--- src/rtl/cmpirq_pkg.sv ---
package cmpirq_pkg;
  localparam int unsigned MAX_COLS = 4;
  localparam int unsigned REG_W    = 8;

  // Register image: status in the upper nibble, select in the lower.
  typedef struct packed {
    logic [MAX_COLS-1:0] stat;
    logic [MAX_COLS-1:0] sel;
  } ctrl_reg_t;
endpackage

--- src/rtl/cmpirq_sync.sv ---
module cmpirq_sync #(
  parameter int unsigned W      = 8,
  parameter int unsigned STAGES = 2
) (
  input  logic         clk,
  input  logic         rst,
  input  logic [W-1:0] d_i,
  output logic [W-1:0] q_o
);
  logic [STAGES-1:0][W-1:0] pipe_q;

  always_ff @(posedge clk) begin
    if (rst) begin
      pipe_q <= '0;
    end else begin
      pipe_q[0] <= d_i;
      for (int s = 1; s < STAGES; s++) pipe_q[s] <= pipe_q[s-1];
    end
  end

  assign q_o = pipe_q[STAGES-1];
endmodule

--- src/rtl/cmpirq_column.sv ---
module cmpirq_column (
  input  logic clk,
  input  logic rst,
  input  logic cmp_s_i,
  input  logic phi2_s_i,
  input  logic sel_i,
  output logic stat_o,
  output logic irq_o
);
  logic phi2_d_q;
  logic stat_q;
  logic irq_q;
  logic phi2_fall;
  logic cmp_rise;

  assign phi2_fall = phi2_d_q & ~phi2_s_i;
  assign cmp_rise  = phi2_fall & cmp_s_i & ~stat_q;

  always_ff @(posedge clk) begin
    if (rst) begin
      phi2_d_q <= 1'b0;
      stat_q   <= 1'b0;
      irq_q    <= 1'b0;
    end else begin
      phi2_d_q <= phi2_s_i;
      if (phi2_fall) stat_q <= cmp_s_i;
      irq_q <= sel_i ? phi2_fall : cmp_rise;
    end
  end

  assign stat_o = stat_q;
  assign irq_o  = irq_q;

  assert_irq_one_cycle_R7: assert property (@(posedge clk) disable iff (rst)
    irq_q |=> !irq_q);
  assert_status_hold_R2: assert property (@(posedge clk) disable iff (rst)
    !phi2_fall |=> $stable(stat_q));
  assert_irq_after_fall_R6: assert property (@(posedge clk) disable iff (rst)
    irq_q |-> $past(phi2_fall));
  assert_cmp_irq_high_R5: assert property (@(posedge clk) disable iff (rst)
    (irq_q && !$past(sel_i)) |-> $past(cmp_s_i));
endmodule

--- src/rtl/cmpirq_regs.sv ---
module cmpirq_regs
  import cmpirq_pkg::*;
#(
  parameter int unsigned      NUM_COLS = 4,
  parameter int unsigned      ADDR_W   = 8,
  parameter logic [ADDR_W-1:0] REG_ADDR = 8'h64
) (
  input  logic                clk,
  input  logic                rst,
  input  logic [ADDR_W-1:0]   addr_i,
  input  logic                wr_i,
  input  logic [REG_W-1:0]    wdata_i,
  input  logic                rd_i,
  input  logic [NUM_COLS-1:0] stat_i,
  output logic [NUM_COLS-1:0] sel_o,
  output logic [REG_W-1:0]    rdata_o
);
  logic                hit;
  logic [NUM_COLS-1:0] sel_q;
  logic [REG_W-1:0]    rdata_q;
  ctrl_reg_t           image;

  assign hit = (addr_i == REG_ADDR);

  always_ff @(posedge clk) begin
    if (rst) begin
      sel_q <= '0;
    end else if (wr_i && hit) begin
      sel_q <= wdata_i[NUM_COLS-1:0];
    end
  end

  always_comb begin
    image = '0;
    for (int c = 0; c < int'(NUM_COLS); c++) begin
      image.stat[c] = stat_i[c];
      image.sel[c]  = sel_q[c];
    end
  end

  always_ff @(posedge clk) begin
    if (rst) rdata_q <= '0;
    else     rdata_q <= (rd_i && hit) ? image : '0;
  end

  assign sel_o   = sel_q;
  assign rdata_o = rdata_q;

  assert_rdata_miss_R9: assert property (@(posedge clk) disable iff (rst)
    (rd_i && !hit) |=> (rdata_q == '0));
  assert_rdata_idle_R10: assert property (@(posedge clk) disable iff (rst)
    !rd_i |=> (rdata_q == '0));
  assert_sel_miss_R9: assert property (@(posedge clk) disable iff (rst)
    !(wr_i && hit) |=> $stable(sel_q));
endmodule

--- src/rtl/cmpirq_top.sv ---
module cmpirq_top
  import cmpirq_pkg::*;
#(
  parameter int unsigned      NUM_COLS    = 4,
  parameter int unsigned      ADDR_W      = 8,
  parameter logic [ADDR_W-1:0] REG_ADDR    = 8'h64,
  parameter int unsigned      SYNC_STAGES = 2
) (
  input  logic                clk,
  input  logic                rst,
  input  logic [NUM_COLS-1:0] cmp_i,
  input  logic [NUM_COLS-1:0] phi2_i,
  input  logic [ADDR_W-1:0]   reg_addr_i,
  input  logic                reg_wr_i,
  input  logic [REG_W-1:0]    reg_wdata_i,
  input  logic                reg_rd_i,
  output logic [REG_W-1:0]    reg_rdata_o,
  output logic [NUM_COLS-1:0] irq_o
);
  localparam int unsigned SYNC_W = 2 * NUM_COLS;

  logic [SYNC_W-1:0]   raw_in;
  logic [SYNC_W-1:0]   sync_out;
  logic [NUM_COLS-1:0] cmp_s;
  logic [NUM_COLS-1:0] phi2_s;
  logic [NUM_COLS-1:0] stat;
  logic [NUM_COLS-1:0] sel;

  assign raw_in = {phi2_i, cmp_i};

  cmpirq_sync #(.W(SYNC_W), .STAGES(SYNC_STAGES)) u_sync (
    .clk (clk),
    .rst (rst),
    .d_i (raw_in),
    .q_o (sync_out)
  );

  assign cmp_s  = sync_out[NUM_COLS-1:0];
  assign phi2_s = sync_out[SYNC_W-1:NUM_COLS];

  for (genvar c = 0; c < NUM_COLS; c++) begin : g_col
    cmpirq_column u_col (
      .clk      (clk),
      .rst      (rst),
      .cmp_s_i  (cmp_s[c]),
      .phi2_s_i (phi2_s[c]),
      .sel_i    (sel[c]),
      .stat_o   (stat[c]),
      .irq_o    (irq_o[c])
    );
  end

  cmpirq_regs #(.NUM_COLS(NUM_COLS), .ADDR_W(ADDR_W), .REG_ADDR(REG_ADDR)) u_regs (
    .clk     (clk),
    .rst     (rst),
    .addr_i  (reg_addr_i),
    .wr_i    (reg_wr_i),
    .wdata_i (reg_wdata_i),
    .rd_i    (reg_rd_i),
    .stat_i  (stat),
    .sel_o   (sel),
    .rdata_o (reg_rdata_o)
  );

  assert_reset_quiet_R1: assert property (@(posedge clk)
    rst |=> ((irq_o == '0) && (reg_rdata_o == '0)));
endmodule

--- config.mk ---
export PLATFORM = sky130hd
export DESIGN_NAME = cmpirq_top
export DESIGN_NICKNAME = d
export VERILOG_FILES = /design/src/rtl/cmpirq_pkg.sv /design/src/rtl/cmpirq_sync.sv /design/src/rtl/cmpirq_column.sv /design/src/rtl/cmpirq_regs.sv /design/src/rtl/cmpirq_top.sv
export SDC_FILE = /design/constraint.sdc
export NUM_CORES = 1
export LEC_CHECK = 0
export ABC_CLOCK_PERIOD_IN_PS = 3300
export BUFFER_PORTS_ARGS = -buffer_cell sky130_fd_sc_hd__buf_2
export CAP_MARGIN = 25
export CORE_MARGIN = 4
export CORE_UTILIZATION = 53
export CTS_CLUSTER_SIZE = 20
export DETAILED_ROUTE_END_ITERATION = 8
export GPL_TIMING_DRIVEN = 0
export PLACE_DENSITY = 0.82
export SETUP_SLACK_MARGIN = 0.05
export SLEW_MARGIN = 0
export SYNTH_ARGS = -nofsm -noshare
export SYNTH_HDL_FRONTEND = slang
export SYNTH_SLANG_ARGS = --single-unit
--- constraint.sdc ---
create_clock -name clk -period 3.3 [get_ports clk]
set_input_delay 0.165 -clock clk [delete_from_list [all_inputs] [get_ports clk]]
set_output_delay 0.165 -clock clk [all_outputs]
set_load 0.02 [all_outputs]
## After elaboration in Yosys (flattened, before gate mapping)

Cells that the tools add are included.

| word-level totals | value |
|---|---|
| register bits after elaboration | 40 |
| bits of input ports | 28 |
| output and inout bits | 12 |
| logic and storage cells | 45 |

| operators by class | value |
|---|---|
| equal/unequal tests | 1 |
| muxes and demuxes | 4 |
| bitwise gates (word level) | 21 |
| reduce and logical (&&, ||, !) cells | 3 |

Operators with widths:

| operator | count |
|---|---|
| 1-bit bitwise AND | 12 |
| 1-bit inverter | 9 |
| 8-bit by 7-bit == test with 1-bit output (second input constant) | 1 |
| 1-bit two-way mux | 4 |
| 1-bit logical AND | 2 |
| 2-bit OR reduction | 1 |

## Depth between registers and ports, before layout

| depth | value |
|---|---|
| word-level depth | 5 |
| gate-level depth with buffers | 4 |
| depth with buffers taken out | 3 |

## Modules after synthesis

From an unflattened synthesis, not the netlist that was laid out.

| second synthesis, totals | value |
|---|---|
| cells, all modules | 122 |
| area total of the unflattened synthesis | 1443.9 sq um |

Modules (own cells, without submodules):

| module | instances | cells each | area an instance (sq um) | seq. area each (sq um) |
|---|---|---|---|---|
| cmpirq_sync | 1 | 41 | 524.3 | 320.3 |
| cmpirq_column | 4 | 11 | 117.6 | 60.1 |
| cmpirq_regs | 1 | 37 | 449.2 | 240.2 |

## Worst setup path after synthesis

No wires, ideal clock.

| path | value |
|---|---|
| path kind | input port to flip-flop |
| from | input reg_addr_i[7] |
| to | register u_regs.rdata_q[0], in the netlist u_regs.rdata_o[0] |
| setup time | 0.060 ns |
| arrival time | 1.223 ns |
| data required time | 3.240 ns |
| path slack | 2.017 ns |
| cell stages on the path | 3 |
| buffers on the path | 0 |
| cell sequence | or4b_4 > nor4b_4 > and2_1 |

| on the way | value |
|---|---|
| longest elaborated chain between the ends | 4 |

Ends and longest elaborated chain:

| item | line | RTL |
|---|---|---|
| from (decl) | cmpirq_top.sv:13 | `input logic [ADDR_W-1:0] reg_addr_i,` |
| 8-bit by 7-bit == test with 1-bit output | cmpirq_regs.sv:23 | `assign hit = (addr_i == REG_ADDR);` |
| 1-bit logical AND | cmpirq_regs.sv:43 | `else rdata_q <= (rd_i && hit) ? image : '0;` |
| 1-bit inverter (no line) | -- |  |
| 2-bit OR reduction (no line) | -- |  |
| to (signal assigned) | cmpirq_regs.sv:43 |  |
| to (decl) | cmpirq_regs.sv:20 | `logic [REG_W-1:0] rdata_q;` |

No other way between the ends.
A chain may end at the register's enable or synchronous reset.

## Worst setup path after layout

| path | value |
|---|---|
| from | input reg_addr_i[7] |
| to | register u_regs.rdata_q[2], in the netlist u_regs.rdata_o[2] |

Same word-level chain as after synthesis.

==> flow_summary.toml <==
[cts]
clk_transition_reported_paths_ns = 0.10
cts_buffers = 5
root_buffer = "clkbuf_4"
ctsResizeCount = 0
clock_latency_ns = 0.33
cts.htree.levels = 2
post-cts-setup-buffers = 0
cts_sinks = 40
cts_tree = "yes"
clk_path_buf_depth = 2
hold_buffers = 0

[placed_design]
io_buffers = 34
gp_congestion = 0.674
dp_slack_ns = 1.74
dpl.hpwl_mm = 1.54

[finish]
insertedDiodeCount = 0
drive_above_1_share_pct = 30.8
finalNetCount = 186
syn2layout_area_growth_pct = 19.8

[worst_setup_path]
critical_path.max_stage_delay_ns = 0.57
cp_max_fo = 8
rr_worst_depth = 3
crit_buf_inv = 1
path_class = "input pin to flip-flop"
cpMaxStageDelayCell = "or4b_4"
arrival_ns = 1.48
timing.rr.start = "g_col[0].u_col.phi2_d_q"
worst_setup_path_start_kind = "input pin"
r2r_end = "g_col[0].u_col.stat_o"
crit_family = "simple AND/OR/NAND/NOR gates"
crit_path_cell_trace = "buf_2 > or4b_4 > nor4b_4 > and2_1"
r2r_slack_ns = 2.42
cp_data_required_time_ns = 3.57
endpoint_kind = "flip-flop"

[power]
ir_worst_vdd_uv = 366
power_density_nw_per_um2 = 485
p_leak_nw = 0.698

[min_path]
min_path_type = "input pin to flip-flop"
holdPathStages = 2
worstHoldStart = "phi2_i[1]"
hold_end = "u_sync.pipe_q[5]"

[drt]
routed_via_density = 4.55
firstDrtPassIters = 3
post_drt_wl_per_cell_um = 10.7
remaining_drc_errors = 0
ant_nets = 0
drt_iter0_drc = 16
drt_wl_total_mm = 2.00
dr_total_vias = 850

[global_route]
grt_max_degree = 12
grt_remaining_overflow = 0
met2_usage_pct = 22.1
grt_pass1_wl_mm = 3.39
grtUsageMet3_pct = 5.35
antenna_found_initial = 0
grt_pass1_vias = 831
busiest_layer = "met2"
track_usage_pct = 13.4
met1_usage_pct = 14.9

[floorplanning]
die-width_um = 58.2
die_y_um = 58.2
io_pins = 40
placeableCoreArea_um2 = 2300
start_util_pct = 58.2
dieArea_um2 = 3390
rows = 17

[synthesis]
synth_fp_nets = 145
ys_warn_count = 0
avgSynthCellArea_um2 = 11.4
yosysSeqAreaShare_pct = 59.9
netlist_instances = 117
synthesis.area_um2 = 1340
ys_types = 16
synth-seq-cells = 40

[timing]
fin_crit_sh_pct = 36.5
timing.final.ws_setup_ns = 2.09
tns_ns = 0
hold_viol = 0
grt_setup_unrepaired = "no"
relSlewSlack_pct = 70.3
tightestPinTransition_ns = 0.446
max_freq_ghz = 0.829
drv_slew = 0
clock_skew_ns = 0.00339
finalSetupViolCount = 0
min_period_ns = 1.21

[run]
maxCapViolCount = 0

[run_status]
status = "finished, final reports clean"
-- routing by layer --
metal	part of all wire (%)	vias to the layer above
met1	43	367
met2	46	32
met4	1.9	0
met5	0	-
li1	-	446
met3	9.2	5
-- through the flow --
stage          total power (W)  instance area [um2]  cells  hold WS (ns)  util (%)
4_1_cts               0.000785                 1600    187        0.0279      69.7
2_1_floorplan         0.000530                 1340    117         0.293         -
6_report              0.000776                 1600    187        0.0393      69.7
3_3_place_gp          0.000546                 1540    179         0.372      67.1
5_1_grt               0.000811                 1600    187        0.0155      69.7
3_5_place_dp          0.000548                 1540    179         0.377      67.1
-- report_power, final --
group / switching [W] / internal, W / total (W) / leakage, nW
Combinational: 0.0000163 / 0.0000230 / 0.0000393 / 0.340
Sequential: 0.00000319 / 0.000493 / 0.000496 / 0.326
Clock: 0.000136 / 0.000105 / 0.000241 / 0.0326
Total: 0.000155 / 0.000621 / 0.000776 / 0.698
-- worst max-delay path by stage --
| stage | from | to | slack [ns] | cells after the start |
|---|---|---|---|---|
| 2_1_floorplan | reg_addr_i[7] | u_regs.rdata_o[0] | 2.02 | 3 |
| 3_3_place_gp | reg_addr_i[7] | u_regs.rdata_o[7] | 1.77 | 4 |
| 3_5_place_dp | reg_addr_i[7] | u_regs.rdata_o[2] | 1.74 | 4 |
| 4_1_cts | reg_addr_i[7] | u_regs.rdata_o[1] | 2.09 | 4 |
| 5_1_grt | reg_addr_i[7] | u_regs.rdata_o[1] | 2.04 | 4 |
| 6_report | reg_addr_i[7] | u_regs.rdata_o[2] | 2.09 | 4 |
-- registers in the layout (all words and copies together) (netlist names) --
name	count
u_sync.pipe_q	8
g_col.u_col.stat_o	4
g_col.u_col.irq_o	4
u_regs.sel_o	4
u_regs.rdata_o	8
u_sync.q_o	8
g_col.u_col.phi2_d_q	4
-- layout by cell type, fill, tap and decap left out, drive strengths merged --
cell    synthesis  final
dfxtp          40     40
buf             5     39
nor2b          24     24
clkbuf          3     11
mux2i           8      8
nand2b          8      8
and2            8      8
inv             5      5
a21oi           4      4
nor3b           4      4
nor2            4      4
or4b            1      1
or4bb           1      1
nor3            1      1
nor4b           1      1
-- layout make-up --
cell class	instances	area, um2
multi-input combinational	64	464
clock buffer	8	58.8
inverter	5	18.8
sequential	40	801
fill	184	697
buffer	8	52.6
timing repair buffer	34	170
tap	28	35.0
-- cell families after synthesis --
logic type	Yosys count	share of synthesized area, %
mux	8	5.99
buf+inv	13	5.34
simple gates	52	27.2
compound gates	4	1.50
flops	40	59.9
-- synthesized netlist by cell type (all sizes together) --
cell type / count / area, um2
dfxtp: 40 / 801
nor2b: 24 / 150
and2: 8 / 50.1
mux2i: 8 / 80.1
nand2b: 8 / 50.1
buf: 5 / 41.3
inv: 5 / 18.8
a21oi: 4 / 20.0
nor2: 4 / 15.0
nor3b: 4 / 30.0
clkbuf: 3 / 11.3
nor3: 1 / 16.3
nor4b: 1 / 23.8
or4b: 1 / 13.8
or4bb: 1 / 15.0
Power figures use the tool's default switching activity.
